===== src/rtl/spb_pkg.sv =====
package spb_pkg;
  typedef enum logic [1:0] {
    ENT_EMPTY = 2'd0,
    ENT_PEND  = 2'd1,
    ENT_READY = 2'd2
  } ent_state_e;
endpackage


===== src/rtl/spb_fifo.sv =====
module spb_fifo
  import spb_pkg::*;
#(
  parameter int ADDR_W = 16,
  parameter int DATA_W = 32,
  parameter int DEPTH  = 4
) (
  input  logic              clk_i,
  input  logic              rst_ni,
  input  logic              alloc_i,
  input  logic [ADDR_W-1:0] alloc_addr_i,
  input  logic              pop_i,
  input  logic              issue_i,
  input  logic              fill_i,
  input  logic [DATA_W-1:0] fill_data_i,
  output logic [ADDR_W-1:0] head_addr_o,
  output logic              head_rdy_o,
  output logic              head_pnd_o,
  output logic [DATA_W-1:0] head_data_o,
  output logic              want_req_o,
  output logic [ADDR_W-1:0] req_addr_o
);
  localparam int PW = (DEPTH > 1) ? $clog2(DEPTH) : 1;
  localparam int CW = $clog2(DEPTH + 1);

  ent_state_e        ent_st   [DEPTH];
  logic [ADDR_W-1:0] ent_addr [DEPTH];
  logic [DATA_W-1:0] ent_data [DEPTH];
  logic [PW-1:0]     hd, tl, pidx;
  logic [CW-1:0]     cnt;
  logic [ADDR_W-1:0] nxt;
  logic              active, outst, discard;

  function automatic logic [PW-1:0] inc_p(input logic [PW-1:0] p);
    return (p == PW'(DEPTH - 1)) ? '0 : p + 1'b1;
  endfunction

  assign head_addr_o = ent_addr[hd];
  assign head_data_o = ent_data[hd];
  assign head_rdy_o  = (ent_st[hd] == ENT_READY);
  assign head_pnd_o  = (ent_st[hd] == ENT_PEND);
  assign want_req_o  = active && !outst && (cnt < CW'(DEPTH)) && !alloc_i;
  assign req_addr_o  = nxt;

  always_ff @(posedge clk_i or negedge rst_ni) begin
    if (!rst_ni) begin
      for (int i = 0; i < DEPTH; i++) begin
        ent_st[i]   <= ENT_EMPTY;
        ent_addr[i] <= '0;
        ent_data[i] <= '0;
      end
      hd      <= '0;
      tl      <= '0;
      pidx    <= '0;
      cnt     <= '0;
      nxt     <= '0;
      active  <= 1'b0;
      outst   <= 1'b0;
      discard <= 1'b0;
    end else if (alloc_i) begin
      for (int i = 0; i < DEPTH; i++) ent_st[i] <= ENT_EMPTY;
      hd      <= '0;
      tl      <= '0;
      cnt     <= '0;
      nxt     <= alloc_addr_i;
      active  <= 1'b1;
      // a fill still in flight belongs to the old stream
      outst   <= outst && !fill_i;
      discard <= outst && !fill_i;
    end else begin
      if (issue_i) begin
        ent_st[tl]   <= ENT_PEND;
        ent_addr[tl] <= nxt;
        pidx         <= tl;
        tl           <= inc_p(tl);
        nxt          <= nxt + 1'b1;
        outst        <= 1'b1;
      end
      if (fill_i) begin
        outst <= 1'b0;
        if (discard) begin
          discard <= 1'b0;
        end else begin
          ent_st[pidx]   <= ENT_READY;
          ent_data[pidx] <= fill_data_i;
        end
      end
      if (pop_i) begin
        ent_st[hd] <= ENT_EMPTY;
        hd         <= inc_p(hd);
      end
      cnt <= cnt + CW'(issue_i) - CW'(pop_i);
    end
  end

  a_r8_one_outstanding: assert property (@(posedge clk_i) disable iff (!rst_ni)
    issue_i |-> !outst);
  a_r11_no_overflow: assert property (@(posedge clk_i) disable iff (!rst_ni)
    issue_i |-> (cnt < CW'(DEPTH)));
  a_r5_pop_ready_head: assert property (@(posedge clk_i) disable iff (!rst_ni)
    pop_i |-> head_rdy_o);
  a_r10_discard_inflight: assert property (@(posedge clk_i) disable iff (!rst_ni)
    discard |-> outst);
endmodule


===== src/rtl/spb_lru.sv =====
module spb_lru #(
  parameter int NUM = 4
) (
  input  logic                   clk_i,
  input  logic                   rst_ni,
  input  logic                   touch_i,
  input  logic [$clog2(NUM)-1:0] touch_idx_i,
  output logic [$clog2(NUM)-1:0] victim_o
);
  localparam int IW = $clog2(NUM);

  logic [IW-1:0] age [NUM];
  logic [NUM-1:0] old_vec;

  always_comb begin
    victim_o = '0;
    for (int i = 0; i < NUM; i++) begin
      old_vec[i] = (age[i] == IW'(NUM - 1));
      if (old_vec[i]) victim_o = IW'(i);
    end
  end

  always_ff @(posedge clk_i or negedge rst_ni) begin
    if (!rst_ni) begin
      for (int i = 0; i < NUM; i++) age[i] <= IW'(i);
    end else if (touch_i) begin
      for (int i = 0; i < NUM; i++) begin
        if (IW'(i) == touch_idx_i)         age[i] <= '0;
        else if (age[i] < age[touch_idx_i]) age[i] <= age[i] + 1'b1;
      end
    end
  end

  a_r9_single_oldest: assert property (@(posedge clk_i) disable iff (!rst_ni)
    $onehot(old_vec));
endmodule


===== src/rtl/spb_req_arb.sv =====
module spb_req_arb #(
  parameter int NUM = 4
) (
  input  logic [NUM-1:0]         want_i,
  output logic [NUM-1:0]         gnt_o,
  output logic [$clog2(NUM)-1:0] gnt_idx_o,
  output logic                   any_o
);
  localparam int IW = $clog2(NUM);

  // fixed priority, lowest index first
  always_comb begin
    gnt_o     = '0;
    gnt_idx_o = '0;
    for (int i = NUM - 1; i >= 0; i--) begin
      if (want_i[i]) begin
        gnt_o     = '0;
        gnt_o[i]  = 1'b1;
        gnt_idx_o = IW'(i);
      end
    end
  end

  assign any_o = |want_i;
endmodule


===== src/rtl/stream_pf_buf.sv =====
module stream_pf_buf #(
  parameter int NUM_BUF = 4,
  parameter int DEPTH   = 4,
  parameter int ADDR_W  = 16,
  parameter int DATA_W  = 32
) (
  input  logic                       clk_i,
  input  logic                       rst_ni,
  input  logic                       lk_valid_i,
  input  logic [ADDR_W-1:0]          lk_addr_i,
  input  logic                       lk_cache_hit_i,
  output logic                       lk_hit_o,
  output logic                       lk_stall_o,
  output logic [DATA_W-1:0]          lk_data_o,
  output logic                       pr_valid_o,
  output logic [ADDR_W-1:0]          pr_addr_o,
  output logic [DATA_W-1:0]          pr_data_o,
  output logic                       mem_req_valid_o,
  input  logic                       mem_req_ready_i,
  output logic [ADDR_W-1:0]          mem_req_addr_o,
  output logic [$clog2(NUM_BUF)-1:0] mem_req_id_o,
  input  logic                       mem_rsp_valid_i,
  input  logic [$clog2(NUM_BUF)-1:0] mem_rsp_id_i,
  input  logic [DATA_W-1:0]          mem_rsp_data_i
);
  localparam int IW = $clog2(NUM_BUF);

  logic [ADDR_W-1:0]  head_addr [NUM_BUF];
  logic [DATA_W-1:0]  head_data [NUM_BUF];
  logic [ADDR_W-1:0]  req_addr  [NUM_BUF];
  logic [NUM_BUF-1:0] head_rdy, head_pnd, want, gnt;
  logic [NUM_BUF-1:0] m_rdy, m_pnd, alloc_vec, pop_vec, issue_vec, fill_vec;
  logic [IW-1:0]      hit_idx, victim, gnt_idx;
  logic               probe, dbl_miss;

  for (genvar g = 0; g < NUM_BUF; g++) begin : g_buf
    assign m_rdy[g]     = head_rdy[g] && (head_addr[g] == lk_addr_i);
    assign m_pnd[g]     = head_pnd[g] && (head_addr[g] == lk_addr_i);
    assign alloc_vec[g] = dbl_miss && (victim == IW'(g));
    assign pop_vec[g]   = lk_hit_o && (hit_idx == IW'(g));
    assign issue_vec[g] = gnt[g] && mem_req_ready_i;
    assign fill_vec[g]  = mem_rsp_valid_i && (mem_rsp_id_i == IW'(g));

    spb_fifo #(
      .ADDR_W(ADDR_W),
      .DATA_W(DATA_W),
      .DEPTH (DEPTH)
    ) u_fifo (
      .clk_i       (clk_i),
      .rst_ni      (rst_ni),
      .alloc_i     (alloc_vec[g]),
      .alloc_addr_i(lk_addr_i + 1'b1),
      .pop_i       (pop_vec[g]),
      .issue_i     (issue_vec[g]),
      .fill_i      (fill_vec[g]),
      .fill_data_i (mem_rsp_data_i),
      .head_addr_o (head_addr[g]),
      .head_rdy_o  (head_rdy[g]),
      .head_pnd_o  (head_pnd[g]),
      .head_data_o (head_data[g]),
      .want_req_o  (want[g]),
      .req_addr_o  (req_addr[g])
    );
  end

  always_comb begin
    hit_idx = '0;
    for (int i = NUM_BUF - 1; i >= 0; i--)
      if (m_rdy[i]) hit_idx = IW'(i);
  end

  assign probe      = lk_valid_i && !lk_cache_hit_i;
  assign lk_hit_o   = probe && |m_rdy;
  assign lk_stall_o = probe && !(|m_rdy) && |m_pnd;
  assign dbl_miss   = probe && !(|m_rdy) && !(|m_pnd);
  assign lk_data_o  = head_data[hit_idx];

  spb_lru #(.NUM(NUM_BUF)) u_lru (
    .clk_i      (clk_i),
    .rst_ni     (rst_ni),
    .touch_i    (dbl_miss || lk_hit_o),
    .touch_idx_i(dbl_miss ? victim : hit_idx),
    .victim_o   (victim)
  );

  spb_req_arb #(.NUM(NUM_BUF)) u_arb (
    .want_i   (want),
    .gnt_o    (gnt),
    .gnt_idx_o(gnt_idx),
    .any_o    (mem_req_valid_o)
  );

  assign mem_req_id_o   = gnt_idx;
  assign mem_req_addr_o = req_addr[gnt_idx];

  always_ff @(posedge clk_i or negedge rst_ni) begin
    if (!rst_ni) begin
      pr_valid_o <= 1'b0;
      pr_addr_o  <= '0;
      pr_data_o  <= '0;
    end else begin
      pr_valid_o <= lk_hit_o;
      if (lk_hit_o) begin
        pr_addr_o <= lk_addr_i;
        pr_data_o <= lk_data_o;
      end
    end
  end

  a_r6_promote_follows_hit: assert property (@(posedge clk_i) disable iff (!rst_ni)
    lk_hit_o |=> (pr_valid_o && pr_addr_o == $past(lk_addr_i)));
  a_r3_cache_hit_quiet: assert property (@(posedge clk_i) disable iff (!rst_ni)
    (lk_valid_i && lk_cache_hit_i) |-> (!lk_hit_o && !lk_stall_o && alloc_vec == '0));
  a_r7_stall_holds_buffers: assert property (@(posedge clk_i) disable iff (!rst_ni)
    lk_stall_o |-> (alloc_vec == '0 && pop_vec == '0));
  a_r2_single_alloc: assert property (@(posedge clk_i) disable iff (!rst_ni)
    $onehot0(alloc_vec));
endmodule


===== config.mk =====
export PLATFORM = sky130hd
export DESIGN_NAME = stream_pf_buf
export DESIGN_NICKNAME = d
export VERILOG_FILES = /design/src/rtl/spb_pkg.sv /design/src/rtl/spb_fifo.sv /design/src/rtl/spb_lru.sv /design/src/rtl/spb_req_arb.sv /design/src/rtl/stream_pf_buf.sv
export SDC_FILE = /design/constraint.sdc
export NUM_CORES = 2
export LEC_CHECK = 0
export BUFFER_PORTS_ARGS = -buffer_cell sky130_fd_sc_hd__buf_2
export CAP_MARGIN = 20
export CORE_ASPECT_RATIO = 2
export CORE_MARGIN = 4
export CORE_UTILIZATION = 45
export DETAILED_ROUTE_END_ITERATION = 7
export SYNTH_ARGS = -nofsm -noshare
export SYNTH_HDL_FRONTEND = slang
export SYNTH_SLANG_ARGS = --single-unit
export TNS_END_PERCENT = 20

===== constraint.sdc =====
create_clock -name clk_i -period 7 [get_ports clk_i]
set_input_delay 0.35 -clock clk_i [delete_from_list [all_inputs] [get_ports clk_i]]
set_output_delay 0.35 -clock clk_i [all_outputs]
set_load 0.02 [all_outputs]

==> impl_metrics.csv <==
group,metric,value,unit
yosys,synth_mux_area_share,31.4,%
timing,setup-violations-final,0,
clock_network,tritoncts,"built",
yosys,synth_edf_count,0,
drt,wl_met3,4750,um
yosys,synthAdderAreaFrac,1.60,%
floorplan,dieArea,107000,um2
timing,hold_ws,0.102,ns
timing,worst_pin_slew,1.14,ns
yosys,syn-num-nets,3408,
drt,wl_met1,46100,um
critical_path,endpoint_kind,"output port",
global_routing,track_usage,24.5,%
yosys,synth_area_leaders,"dfrtp_1 53%, mux2_2 19%, mux4_2 9.8%",
placement,postPlaceCellArea,47900,um2
clock_network,clkLatencyLatePin,0.71,ns
power,p_clk_share,24.7,%
worst_hold_path,hold-path-endpoint,"g_buf[0].u_fifo.ent_data[95]$_DFFE_PN0P_",
clock_network,post_cts_resized,0,
timing,skew,0.0397,ns
yosys,synth_warnings,0,
yosys,synth_compound_area_share,3.90,%
clock_network,cts_inserted_buffers,88,
critical_path,crit_type,"register to output port",
power,ir_worst_vdd,0.259,mV
critical_path,r2r-start,"g_buf[0].u_fifo.hd[0]$_DFFE_PN0P_",
cells_and_area,fin_nets,3475,
placement,place_congestion,0.896,
worst_hold_path,hold_depth,2,
yosys,synth-simple-area-share,5.13,%
power,p_comb_share,29.0,%
cells_and_area,drive_gt1_share,40.3,%
floorplan,die_h,459,um
yosys,ys.flop_type,"dfrtp_1",
global_routing,grt_pass1_wl,199000,um
yosys,async_flop_share,100,%
yosys,synth_area,45800,um2
yosys,synthXorXnorAreaFrac,2.43,%
worst_hold_path,worstHoldStart,"mem_rsp_data_i[31]",
timing,post-route-period-util,95.0,%
yosys,yosys_register_bits,969,
cells_and_area,fin_area,50900,um2
yosys,synth_top_family_by_area,"multiplexers",
power,switching_share,32.2,%
placement,port_buffers,157,
floorplan,io_pins,158,
drt,top_signal_layer_used,"met5",
global_routing,grt_overflow_total,0,
clock_network,clockBufferDepth,3,
drt,antenna_left,0,
timing,slew_violations,0,
job,maxCapViolations,0,
critical_path,critPathArrivalTime,6.30,ns
critical_path,timing.rr.end,"g_buf[3].u_fifo.cnt[2]$_DFF_PN0_",
timing,slew-limit-headroom,23.7,%
power,p_seq_share,46.3,%
placement,post-dp-hpwl,88300,um
global_routing,antenna_found_initial,6,
timing,rsz0062_at_grt,"no",
clock_network,clk_pin_slew,0.07,ns
drt,vias,28246,
timing,hold_viol_final,0,
clock_network,root_buffer,"clkbuf_16",
global_routing,grt_pass1_vias,31597,
worst_hold_path,hold_path.class,"primary input to register",
drt,routedWlPerCell,27.2,um
floorplan,initial_core_util,45.3,%
power,leakagePower,23.0,nW
floorplan,coreArea,101000,um2
drt,drt_wl_total,130000,um
cells_and_area,syn_to_final_growth,11.3,%
critical_path,cp_max_fo,21,
drt,drt-initial-drc-count,1797,
yosys,yosysUniqueCellTypes,69,
yosys,yosys.area.top_type_share,52.7,%
clock_network,htree_levels,3,
drt,via_per_inst,5.92,
timing,tns,0,ns
timing,fmax,150,MHz
power,total_power,20.5,mW
floorplan,core.rowCount,165,
global_routing,grt_max_degree,181,
yosys,synth_common_cells,"965 x dfrtp_1, 769 x mux2_2, 220 x nand2_1",
floorplan,chipWidth,234,um
yosys,avgSynthCellArea,13.9,um2
power,p_int,13.9,mW
yosys,synth_cells,3296,
timing,setup_ws,0.349,ns
critical_path,critPathLaunchType,"register",
critical_path,reg2reg_depth,16,
yosys,yosysTopAreaCell,"dfrtp_1",
placement,dpl.cell_count,4606,
drt,wl_met2,71000,um
power,p_switching,6.60,mW
critical_path,reg2reg_slack,1.05,ns
drt,dr.pass1.iters,6,
drt,drc_errors,0,
power,power_density,402,nW/um2
critical_path,crit_required,6.65,ns
cells_and_area,finalNonFillerCells,4770,
placement,dp_slack,1.03,ns
yosys,seq_area_frac_synth,53.0,%
status,outcome,"complete, no violations",
cells_and_area,fill_cells,8715,
yosys,yosysMostFrequentCell,"dfrtp_1",
timing,fin_crit,6.65,ns
cells_and_area,fin_util,50.4,%
clock_network,cts.sinks,969,
## area by class of cell
| class | count | area [um2] | share of cell area (%) |
|---|---|---|---|
| diodes | 3 | 7.51 | 0.0147 |
| clock buffers | 132 | 2590 | 5.08 |
| clock inverters | 26 | 404 | 0.793 |
| inverters | 47 | 176 | 0.346 |
| multi-input cells | 2032 | 20500 | 40.1 |
| flip-flops and latches | 969 | 24300 | 47.6 |
| well taps | 1336 | 1670 | 3.28 |
| repair buffers | 225 | 1370 | 2.70 |
## layer usage
metal	global-route usage, %	vias to the layer above
met5	0	-
met4	13.2	4
met3	3.20	321
met2	45.5	754
met1	26.8	15017
li1	-	12150
## placed cells by master, fill, tap and decap left out, types with 6 or more instances in the layout
cell       count
a21boi_0       7
a21oi_1       52
a221o_1       12
a22oi_1       39
and2_1         6
and3_1        34
buf_2        157
buf_4         59
bufinv_16      8
clkbuf_1      23
clkbuf_16     89
clkbuf_8      20
clkinv_2       9
dfrtp_1      957
ha_1          52
inv_1         44
mux2_1        22
mux2_2       769
mux2i_1       95
mux4_2       200
nand2_1      209
nand2_2       12
nand2b_1      10
nand3_1       22
nand4_1       30
nor2_1        71
nor2b_1        9
nor3_1        18
nor3b_1       15
o211a_1        6
o21ai_0       75
o22ai_1       39
xnor2_1       89
xor2_1        38
## cells by family after synthesis
family	after synthesis
multiplexers	1086
buffers and inverters	295
AO/OA/AOI/OAI	277
XOR/XNOR	127
adder cells (fa/ha/maj)	56
AND/OR/NAND/NOR	486
flip-flops	969
## worst max-delay path, cell delays in order (launching register included)
cell and delay [ns]:
dfrtp_4 0.64, mux4_2 0.56, xnor2_1 0.21, nand4_1 0.18, nor4_1 0.82, a221oi_1 0.40, and4_4 0.35, nand3_1 0.43
nand3_1 0.27, a21oi_4 0.75, buf_4 0.38, mux2i_1 0.10, mux2i_1 0.25, buf_2 0.22
## sequential cells by signal, indices dropped and copies added, names as in the netlist, 8 cells and up
name,count
u_lru.age,8
pr_addr_o,16
g_buf.u_fifo.ent_st,32
g_buf.u_fifo.req_addr_o,64
pr_data_o,32
g_buf.u_fifo.hd,8
g_buf.u_fifo.tl,8
g_buf.u_fifo.pidx,8
g_buf.u_fifo.ent_data,512
g_buf.u_fifo.cnt,12
g_buf.u_fifo.ent_addr,256
## how the worst max path moves through the flow
stage | from | end | slack, ns | depth (start not counted)
final | g_buf[1].u_fifo.hd[0]$_DFFE_PN0P_ | mem_req_addr_o[0] | 0.35 | 13
after global routing | g_buf[1].u_fifo.hd[0]$_DFFE_PN0P_ | mem_req_addr_o[0] | 0.11 | 13
after global placement | g_buf[0].u_fifo.hd[0]$_DFFE_PN0P_ | g_buf[3].u_fifo.cnt[2]$_DFF_PN0_ | 1.03 | 16
after floorplan | g_buf[2].u_fifo.hd[0]$_DFFE_PN0P_ | g_buf[1].u_fifo.cnt[2]$_DFF_PN0_ | 1.87 | 20
after detailed placement | g_buf[0].u_fifo.hd[0]$_DFFE_PN0P_ | g_buf[3].u_fifo.cnt[2]$_DFF_PN0_ | 1.03 | 16
after CTS | g_buf[1].u_fifo.hd[0]$_DFFE_PN0P_ | mem_req_addr_o[0] | 0.35 | 13
## power by group through the flow
| stage | registers (mW) | clock network, mW | logic [mW] |
|---|---|---|---|
| final | 9.48 | 5.06 | 5.94 |
| after global routing | 9.71 | 5.41 | 6.48 |
| after detailed placement | 9.58 | 0 | 5.97 |
| after CTS | 9.47 | 5.19 | 6.00 |
| after global placement | 9.34 | 0 | 5.75 |
| after floorplan | 8.68 | 0 | 4.69 |
## what timing repair did
item	in CTS	in global routing
hold buffers	3	0
hold endpoints to repair	108	0
setup buffers	0	0
No activity file was read; power rests on OpenSTA's default activity.
